File: config.mk
export PLATFORM = sky130hd
export DESIGN_NAME = byte_order_lsu
export DESIGN_NICKNAME = d
export VERILOG_FILES = /design/src/rtl/bol_pkg.sv /design/src/rtl/bol_lane_map.sv /design/src/rtl/bol_seq.sv /design/src/rtl/bol_assemble.sv /design/src/rtl/byte_order_lsu.sv
export SDC_FILE = /design/constraint.sdc
export NUM_CORES = 1
export LEC_CHECK = 0
export BUFFER_PORTS_ARGS = -buffer_cell sky130_fd_sc_hd__buf_2
export CORE_MARGIN = 10
export CORE_UTILIZATION = 32
export CTS_CLUSTER_DIAMETER = 80
export DETAILED_ROUTE_END_ITERATION = 10
export GPL_TIMING_DRIVEN = 0
export PLACE_DENSITY = 0.51
export SLEW_MARGIN = 20
export SYNTH_ARGS = -nofsm -noshare
export SYNTH_HDL_FRONTEND = slang
export SYNTH_SLANG_ARGS = --single-unit
File: constraint.sdc
create_clock -name clk -period 2.3 [get_ports clk]
set_input_delay 0 -clock clk [delete_from_list [all_inputs] [get_ports clk]]
set_output_delay 0 -clock clk [all_outputs]
set_load 0.02 [all_outputs]
File: src/rtl/bol_pkg.sv
package bol_pkg;

    typedef enum logic [1:0] {
        ORD_HIGH_FIRST = 2'd0,
        ORD_LOW_FIRST  = 2'd1,
        ORD_SPLIT      = 2'd2,
        ORD_SPARE      = 2'd3
    } order_e;

    typedef enum logic [1:0] {
        SZ_BYTE  = 2'd0,
        SZ_HALF  = 2'd1,
        SZ_WORD  = 2'd2,
        SZ_SPARE = 2'd3
    } size_e;

    typedef enum logic [1:0] {
        ST_IDLE   = 2'd0,
        ST_XFER   = 2'd1,
        ST_TAIL   = 2'd2,
        ST_FINISH = 2'd3
    } state_e;

    // Bytes moved for a size code; the spare code behaves as a full word.
    function automatic int unsigned beats_of(size_e s, int unsigned lanes);
        unique case (s)
            SZ_BYTE: return 1;
            SZ_HALF: return 2;
            default: return lanes;
        endcase
    endfunction

endpackage

File: src/rtl/bol_lane_map.sv
module bol_lane_map
    import bol_pkg::*;
#(
    parameter int LANES = 4,
    parameter int LW    = $clog2(LANES)
) (
    input  order_e        ord,
    input  size_e         sz,
    input  logic [LW-1:0] step,
    output logic [LW-1:0] lane
);

    localparam int HALVES = LANES / 2;

    logic [LW:0]   nbeats;
    logic [LW-1:0] top_lane;
    logic [LW-2:0] half_idx;
    logic [LW-2:0] half_rev;

    always_comb begin
        nbeats   = (LW+1)'(beats_of(sz, LANES));
        top_lane = LW'(nbeats - 1'b1);
        half_idx = step[LW-1:1];
        half_rev = (LW-1)'(HALVES - 1) - half_idx;
        unique case (ord)
            ORD_HIGH_FIRST: lane = top_lane - step;
            ORD_SPLIT: begin
                if (nbeats == (LW+1)'(LANES)) begin
                    lane = {half_rev, step[0]};
                end else begin
                    lane = step;
                end
            end
            default: lane = step;
        endcase
    end

endmodule

File: src/rtl/bol_seq.sv
module bol_seq
    import bol_pkg::*;
#(
    parameter int LANES = 4,
    parameter int LW    = $clog2(LANES)
) (
    input  logic          clk,
    input  logic          rst_n,
    input  logic          start,
    input  logic          wr_req,
    input  size_e         sz_req,
    output logic [LW-1:0] step,
    output logic          accept,
    output logic          issue_rd,
    output logic          issue_wr,
    output logic          done
);

    state_e        state_q;
    state_e        state_d;
    logic [LW-1:0] step_q;
    logic [LW-1:0] last_q;
    logic          wr_q;
    logic          at_last;

    assign at_last = (step_q == last_q);
    assign step    = step_q;

    // State register
    always_ff @(posedge clk) begin
        if (!rst_n) begin
            state_q <= ST_IDLE;
        end else begin
            state_q <= state_d;
        end
    end

    // Request context and beat counter
    always_ff @(posedge clk) begin
        if (!rst_n) begin
            step_q <= '0;
            last_q <= '0;
            wr_q   <= 1'b0;
        end else if (accept) begin
            step_q <= '0;
            last_q <= LW'(beats_of(sz_req, LANES) - 1);
            wr_q   <= wr_req;
        end else if (state_q == ST_XFER) begin
            step_q <= at_last ? '0 : step_q + 1'b1;
        end
    end

    // Next state and outputs
    always_comb begin
        state_d  = state_q;
        accept   = 1'b0;
        issue_rd = 1'b0;
        issue_wr = 1'b0;
        done     = 1'b0;
        unique case (state_q)
            ST_IDLE: begin
                accept = start;
                if (start) begin
                    state_d = ST_XFER;
                end
            end
            ST_XFER: begin
                issue_rd = ~wr_q;
                issue_wr = wr_q;
                if (at_last) begin
                    state_d = wr_q ? ST_FINISH : ST_TAIL;
                end
            end
            ST_TAIL: begin
                state_d = ST_FINISH;
            end
            ST_FINISH: begin
                done    = 1'b1;
                state_d = ST_IDLE;
            end
        endcase
    end

endmodule

File: src/rtl/bol_assemble.sv
module bol_assemble #(
    parameter int LANES = 4,
    parameter int LW    = $clog2(LANES)
) (
    input  logic               clk,
    input  logic               rst_n,
    input  logic               clear,
    input  logic               rd_issue,
    input  logic [LW-1:0]      lane,
    input  logic [7:0]         byte_in,
    output logic [8*LANES-1:0] word
);

    logic          cap_v_q;
    logic [LW-1:0] cap_lane_q;

    // Read data arrives one clock after the address, so the lane is delayed with it.
    always_ff @(posedge clk) begin
        if (!rst_n) begin
            cap_v_q    <= 1'b0;
            cap_lane_q <= '0;
        end else begin
            cap_v_q    <= rd_issue;
            cap_lane_q <= lane;
        end
    end

    for (genvar g = 0; g < LANES; g++) begin : g_lane
        logic [7:0] byte_q;
        always_ff @(posedge clk) begin
            if (!rst_n || clear) begin
                byte_q <= 8'h00;
            end else if (cap_v_q && (cap_lane_q == LW'(g))) begin
                byte_q <= byte_in;
            end
        end
        assign word[8*g +: 8] = byte_q;
    end

endmodule

File: src/rtl/byte_order_lsu.sv
module byte_order_lsu
    import bol_pkg::*;
#(
    parameter int AW     = 16,
    parameter int DATA_W = 32
) (
    input  logic              clk,
    input  logic              rst_n,
    input  logic              start,
    input  logic              wr,
    input  logic [AW-1:0]     base_addr,
    input  logic [1:0]        size,
    input  logic [1:0]        order,
    input  logic [DATA_W-1:0] wdata,
    output logic [DATA_W-1:0] rdata,
    output logic              done,
    output logic [AW-1:0]     mem_addr,
    output logic              mem_re,
    output logic              mem_we,
    output logic [7:0]        mem_wdata,
    input  logic [7:0]        mem_rdata
);

    localparam int LANES = DATA_W / 8;
    localparam int LW    = $clog2(LANES);

    logic [AW-1:0]     base_q;
    order_e            ord_q;
    size_e             sz_q;
    logic [DATA_W-1:0] wdata_q;
    logic [LW-1:0]     step;
    logic [LW-1:0]     lane;
    logic              accept;

    always_ff @(posedge clk) begin
        if (!rst_n) begin
            base_q  <= '0;
            ord_q   <= ORD_HIGH_FIRST;
            sz_q    <= SZ_BYTE;
            wdata_q <= '0;
        end else if (accept) begin
            base_q  <= base_addr;
            ord_q   <= order_e'(order);
            sz_q    <= size_e'(size);
            wdata_q <= wdata;
        end
    end

    bol_seq #(.LANES(LANES), .LW(LW)) u_seq (
        .clk      (clk),
        .rst_n    (rst_n),
        .start    (start),
        .wr_req   (wr),
        .sz_req   (size_e'(size)),
        .step     (step),
        .accept   (accept),
        .issue_rd (mem_re),
        .issue_wr (mem_we),
        .done     (done)
    );

    bol_lane_map #(.LANES(LANES), .LW(LW)) u_map (
        .ord  (ord_q),
        .sz   (sz_q),
        .step (step),
        .lane (lane)
    );

    bol_assemble #(.LANES(LANES), .LW(LW)) u_asm (
        .clk      (clk),
        .rst_n    (rst_n),
        .clear    (accept),
        .rd_issue (mem_re),
        .lane     (lane),
        .byte_in  (mem_rdata),
        .word     (rdata)
    );

    assign mem_addr  = base_q + AW'(step);
    assign mem_wdata = 8'(wdata_q >> {lane, 3'b000});

endmodule

### Yosys cells after proc, flatten, opt, wreduce, memory -nomap -nowiden

Cells that the tools add are included.

| cells by class | value |
|---|---|
| add/subtract/negate cells | 6 |
| $mul | 0 |
| divide/modulo/power cells | 0 |
| $lt $le $gt $ge | 0 |
| equal/unequal tests | 13 |
| shift operators | 1 |
| multiplexer cells | 15 |
| bitwise operators | 2 |
| reduce and logical (&&, ||, !) cells | 13 |

Operator list:

| cell | number |
|---|---|
| $shr A32 B5 Y8 | 1 |
| $add A16 B2 Y16 | 1 |
| $mux W2 | 6 |
| $eq A2 B2 Y1 const B | 5 |
| $logic_not A2 Y1 | 5 |
| $eq A2 B1 Y1 const B | 4 |
| $pmux W2 S2 | 2 |
| $pmux W2 S4 | 1 |
| $pmux W3 S2 | 1 |
| $mux W1 | 5 |
| $logic_and A1 B1 Y1 | 4 |
| $sub A2 B1 Y2 const B | 2 |
| $eq A3 B3 Y1 const B | 1 |
| $add A2 B1 Y2 const B | 1 |
| $eq A2 B2 Y1 | 1 |
| $ne A2 B1 Y1 const B | 1 |
| $ne A2 B2 Y1 const B | 1 |
| $not A1 Y1 | 2 |
| $reduce_and A2 Y1 | 1 |
| $reduce_or A2 Y1 | 1 |
| $sub A2 B2 Y2 | 1 |
| $logic_not A1 Y1 | 1 |
| $logic_or A1 B1 Y1 | 1 |
| $sub A1 B1 Y1 const A | 1 |

| storage, ports and cells | value |
|---|---|
| flip-flop bits (word level) | 94 |
| bits in latches | 0 |
| bits in writable memories | 0 |
| bits in read-only memories | 0 |
| bits of input ports | 64 |
| output and inout port bits | 59 |
| memories kept | 0 |

### Longest topological paths before layout

| logic depth | value |
|---|---|
| word-level depth | 6 |
| mapped depth | 7 |
| depth with buffers taken out | 6 |

### Cells and area by module

Synthesis repeated with hierarchy kept, for this count alone.

| second synthesis, totals | value |
|---|---|
| cell total of the unflattened synthesis | 403 |
| area, all modules | 4379.2 um^2 |

By module, submodules not included:

| module | instances | cells an instance | area each (um^2) |
|---|---|---|---|
| byte_order_lsu | 1 | 219 | 2464.9 |
| bol_assemble | 1 | 127 | 1431.4 |
| bol_seq | 1 | 45 | 397.9 |
| bol_lane_map | 1 | 12 | 85.1 |

### Worst setup path before layout

No wires, ideal clock.

| timing path | value |
|---|---|
| path type | reg2out |
| start point | register u_seq.step_q[0] (netlist: u_seq.step[0]) |
| end point | output mem_wdata[0] |
| arrival | 2075 ps |
| required time | 2300 ps |
| slack | 225 ps |
| cell stages (with the launch flop) | 7 |
| path buffers | 0 |
| cell sequence | dfxtp_1 -> inv_1 -> ha_1 -> nor4bb_2 -> or4b_4 -> nand4_4 -> mux2i_1 |

| on the way | value |
|---|---|
| longest elaborated chain between the ends | 3 |
| elaborated cells on any way between the ends | 4 |
| classes of those cells | add/sub (1); shift (1); mux (2) |

Ends and longest elaborated chain:

| what | line | source |
|---|---|---|
| start, declared | bol_seq.sv:21 | `logic [LW-1:0] step_q;` |
| start signal, assigned | bol_seq.sv:49 | `step_q <= at_last ? '0 : step_q + 1'b1;` |
| $sub A2 B2 Y2 or $mux W2 (tied branches) | bol_lane_map.sv:26, bol_lane_map.sv:28 |  |
| $pmux W2 S2 (*) | bol_lane_map.sv:25 | `unique case (ord)` |
| $shr A32 B5 Y8 (*) | byte_order_lsu.sv:80 | `assign mem_wdata = 8'(wdata_q >> {lane, 3'b000});` |
| end, declared | byte_order_lsu.sv:20 | `output logic [7:0] mem_wdata,` |

Mark *: on every way between the ends. The rest lies on a longest branch, timed or not.

### Final worst setup path

| timing path | value |
|---|---|
| start point | register u_seq.step_q[0] (netlist: u_seq.step[0]) |
| end point | output mem_wdata[3] |

The elaborated chain is that of the path after synthesis.

==> results.json <==
{
  "status": "completed",
  "first_global_vias": 3921,
  "cts.path.max_buffers": 2,
  "async_reset_ff_frac": 0,
  "num_rows": 40,
  "dieWidth_um": 132.2,
  "r2r-start": "u_seq.state_q[0]$_SDFFE_PN0P_",
  "drv_slew": 0,
  "antenna_found_initial": 0,
  "grt_max_degree": 16,
  "min-delay-start": "start",
  "firstDrtPassIters": 6,
  "layoutNonFillerInstCount": 842,
  "drtIter0Drc": 113,
  "ant_nets": 0,
  "start_kind": "flop",
  "coreArea_sq_um": 12160,
  "cts_buffers": 9,
  "cp-end-kind": "primary output",
  "hold_end": "u_seq.step[0]$_SDFFE_PP0N_",
  "place_area_sq_um": 4851,
  "dp.cells": 753,
  "setup_violations": 0,
  "dp_hpwl_mm": 8.669,
  "grt_overflow": 0,
  "h-tree-depth": 3,
  "p_leak_uw": 0.002781,
  "seq_area_frac_synth": 0.4669,
  "drv_cap": 0,
  "clock.fmax_mhz": 436.9,
  "wl_mm": 11.89,
  "via_per_inst": 4.473,
  "num_io_pins": 123,
  "finalWorstPathRequiredPeriod_ns": 2.289,
  "io_buffers": 122,
  "synth_edf_count": 0,
  "fin_crit_sh": 0.9953,
  "fp.dieH_um": 132.2,
  "rr_worst_depth": 7,
  "cts.clk_slew.worst_paths_ns": 0.06,
  "dieArea_sq_um": 17480,
  "syn-num-nets": 535,
  "wire_per_inst_um": 14.12,
  "cts_tree": "done",
  "power_switching_uw": 1834,
  "critPathArrivalTime_ns": 2.29,
  "final_layout_size_suffix_gt1_frac": 0.2478,
  "seqPwrFrac": 0.369,
  "cts-root-buf": "clkbuf_16",
  "n_antenna_cell": 0,
  "finalClockSkew_ns": 0.006635,
  "ys.flop_type": "dfxtp_1",
  "critPathKind": "flop to primary output",
  "yosys_warnings": 0,
  "swShare": 0.3354,
  "ir_drop_mv": 0.4234,
  "hold_depth": 4,
  "clock_latency_ns": 0.34,
  "cp_data_required_time_ns": 2.30,
  "powerDensity_nw_per_um2": 916.2,
  "p_int_uw": 3634,
  "area_growth_pct": 48.09,
  "synth-seq-cells": 94,
  "r2r-end": "wdata_q[16]$_SDFFE_PN0P_",
  "finalInstanceArea_sq_um": 5968,
  "power_frac_clock": 0.287,
  "syn_avg_cell_area_sq_um": 8.704,
  "grt_pass1_wl_mm": 19.52,
  "num_vias": 3766,
  "start_util": 0.3314,
  "rrSetupSlack_ns": 0.33,
  "critPathMaxFanout": 6,
  "finalHoldViolCount": 0,
  "post-route-drc-count": 0,
  "pwr-share-comb": 0.343,
  "cts.sinks": 94,
  "synth.distinct_cells": 40,
  "rsz0062_at_grt": "yes",
  "grt_usage": 0.1357,
  "netlist_instances": 463,
  "tightest_slew_ns": 0.6430,
  "place_congestion": 0.7547,
  "syn-cell-area_sq_um": 4030,
  "final_net_count": 741,
  "max_slew_margin": 0.5713,
  "worstHoldPathType": "primary input to flop"
}
metal layers:
metal | GRT usage | up-vias | part of all wire
li1 | - | 1950 | -
met1 | 0.1549 | 1723 | 0.44
met2 | 0.2396 | 82 | 0.50
met3 | 0.04040 | 11 | 0.051
met4 | 0.03667 | 0 | 0.011
met5 | 0 | - | 0
sequential cells by signal (all words and copies together), names as in the netlist:
signal and count:
base_q 16, ord_q 2, sz_q 2, u_asm.cap_lane_q 2
u_asm.cap_v_q 1, u_asm.g_lane.byte_q 32, u_seq.last_q 2, u_seq.state_q 2
u_seq.step 2, u_seq.wr_q 1, wdata_q 32
stage by stage:
stage	util	hold WS [ns]	total power, uW	worst slack, ns	TNS [ns]
after detailed placement	0.3989	0.2463	3704	-0.04395	-0.04395
after CTS	0.4838	0.1020	5483	0.002980	0
after global routing	0.4907	0.1658	5829	-0.06243	-0.2238
after floorplan	-	0.1217	3182	0.2254	0
final	0.4907	0.1134	5468	0.01089	0
after global placement	0.3989	0.2439	3676	-0.01754	-0.01754
synthesized netlist by cell type, types with 3 or more instances:
master	count	area share
a21oi_1	59	0.073
and2_1	4	0.0062
buf_1	5	0.0047
clkbuf_1	18	0.017
dfxtp_1	94	0.47
ha_1	7	0.022
inv_1	9	0.0084
mux2i_1	53	0.13
nand2_1	114	0.11
nand3_1	6	0.0075
nor2_1	41	0.038
nor2b_1	3	0.0047
nor3_1	4	0.0050
o21ai_0	3	0.0037
xnor2_1	12	0.026
xor2_1	4	0.0087
placed cells by master (no fill, tap or decap), drive strengths merged, types with 4 or more instances in the layout:
cell | netlist | routed
buf | 7 | 140
mux2i | 54 | 54
inv | 9 | 10
nand3 | 6 | 6
ha | 7 | 7
nor3 | 4 | 4
nor2 | 41 | 41
xor2 | 4 | 4
clkbuf | 18 | 29
nand2 | 114 | 114
dlygate4sd3 | 0 | 62
a21oi | 59 | 59
and2 | 4 | 4
dfxtp | 94 | 94
xnor2 | 12 | 12
critical path, stage by stage (launching register included):
cell      delay (ns)
dfxtp_4         0.36
inv_4           0.04
ha_4            0.15
nor4bb_4        0.15
or4b_4          0.53
nand4_4         0.19
buf_12          0.14
mux2i_2         0.22
buf_4           0.17
area by class of cell:
class / count / area [sq um]
Timing Repair Buffer: 195 / 1349
Sequential cell: 94 / 1888
Fill cell: 1198 / 6193
Inverter: 9 / 36.28
Buffer: 25 / 98.84
Multi-Input combinational cell: 335 / 2071
Clock buffer: 11 / 232.7
Clock inverter: 5 / 82.58
Tap cell: 168 / 210.2
timing repair:
item | CTS | global route
gates cloned | 0 | 0
buffers inserted | 7 | 4
hold buffers | 62 | 0
endpoints found under the hold margin | 88 | 0
pin swaps | 5 | 7
gates resized for setup | 14 | 12
endpoints found under the setup margin | 13 | 12
how the worst max path moves through the flow:
stage,end,depth (start not counted),from,slack (ns)
final,mem_wdata[3],8,u_seq.step[0]$_SDFFE_PP0N_,0.01
after global routing,mem_wdata[3],8,u_seq.step[0]$_SDFFE_PP0N_,-0.06
after CTS,mem_wdata[3],8,u_seq.step[0]$_SDFFE_PP0N_,0.003
after detailed placement,mem_wdata[7],7,u_seq.step[0]$_SDFFE_PP0N_,-0.04
after global placement,mem_wdata[7],7,u_seq.step[0]$_SDFFE_PP0N_,-0.02
after floorplan,mem_wdata[0],6,u_seq.step[0]$_SDFFE_PP0N_,0.23
logic make-up after synthesis:
logic type,count (synthesis),share of synthesized area
AOI/OAI and AO/OA,69,0.09097
xor gates and xnor gates,16,0.03477
adders and majority gates,8,0.02670
buffers and inverters,34,0.03291
DFF,94,0.4669
muxes,56,0.1465
and+or+nand+nor,186,0.2012
power groups by stage:
stage | Sequential [uW] | Combinational [uW] | Clock, uW
after detailed placement | 2060 | 1650 | 0
after global routing | 2050 | 2090 | 1690
after global placement | 2050 | 1630 | 0
after CTS | 2010 | 1850 | 1620
after floorplan | 2030 | 1150 | 0
final | 2020 | 1880 | 1570
No activity file was read; power rests on OpenSTA's default activity.
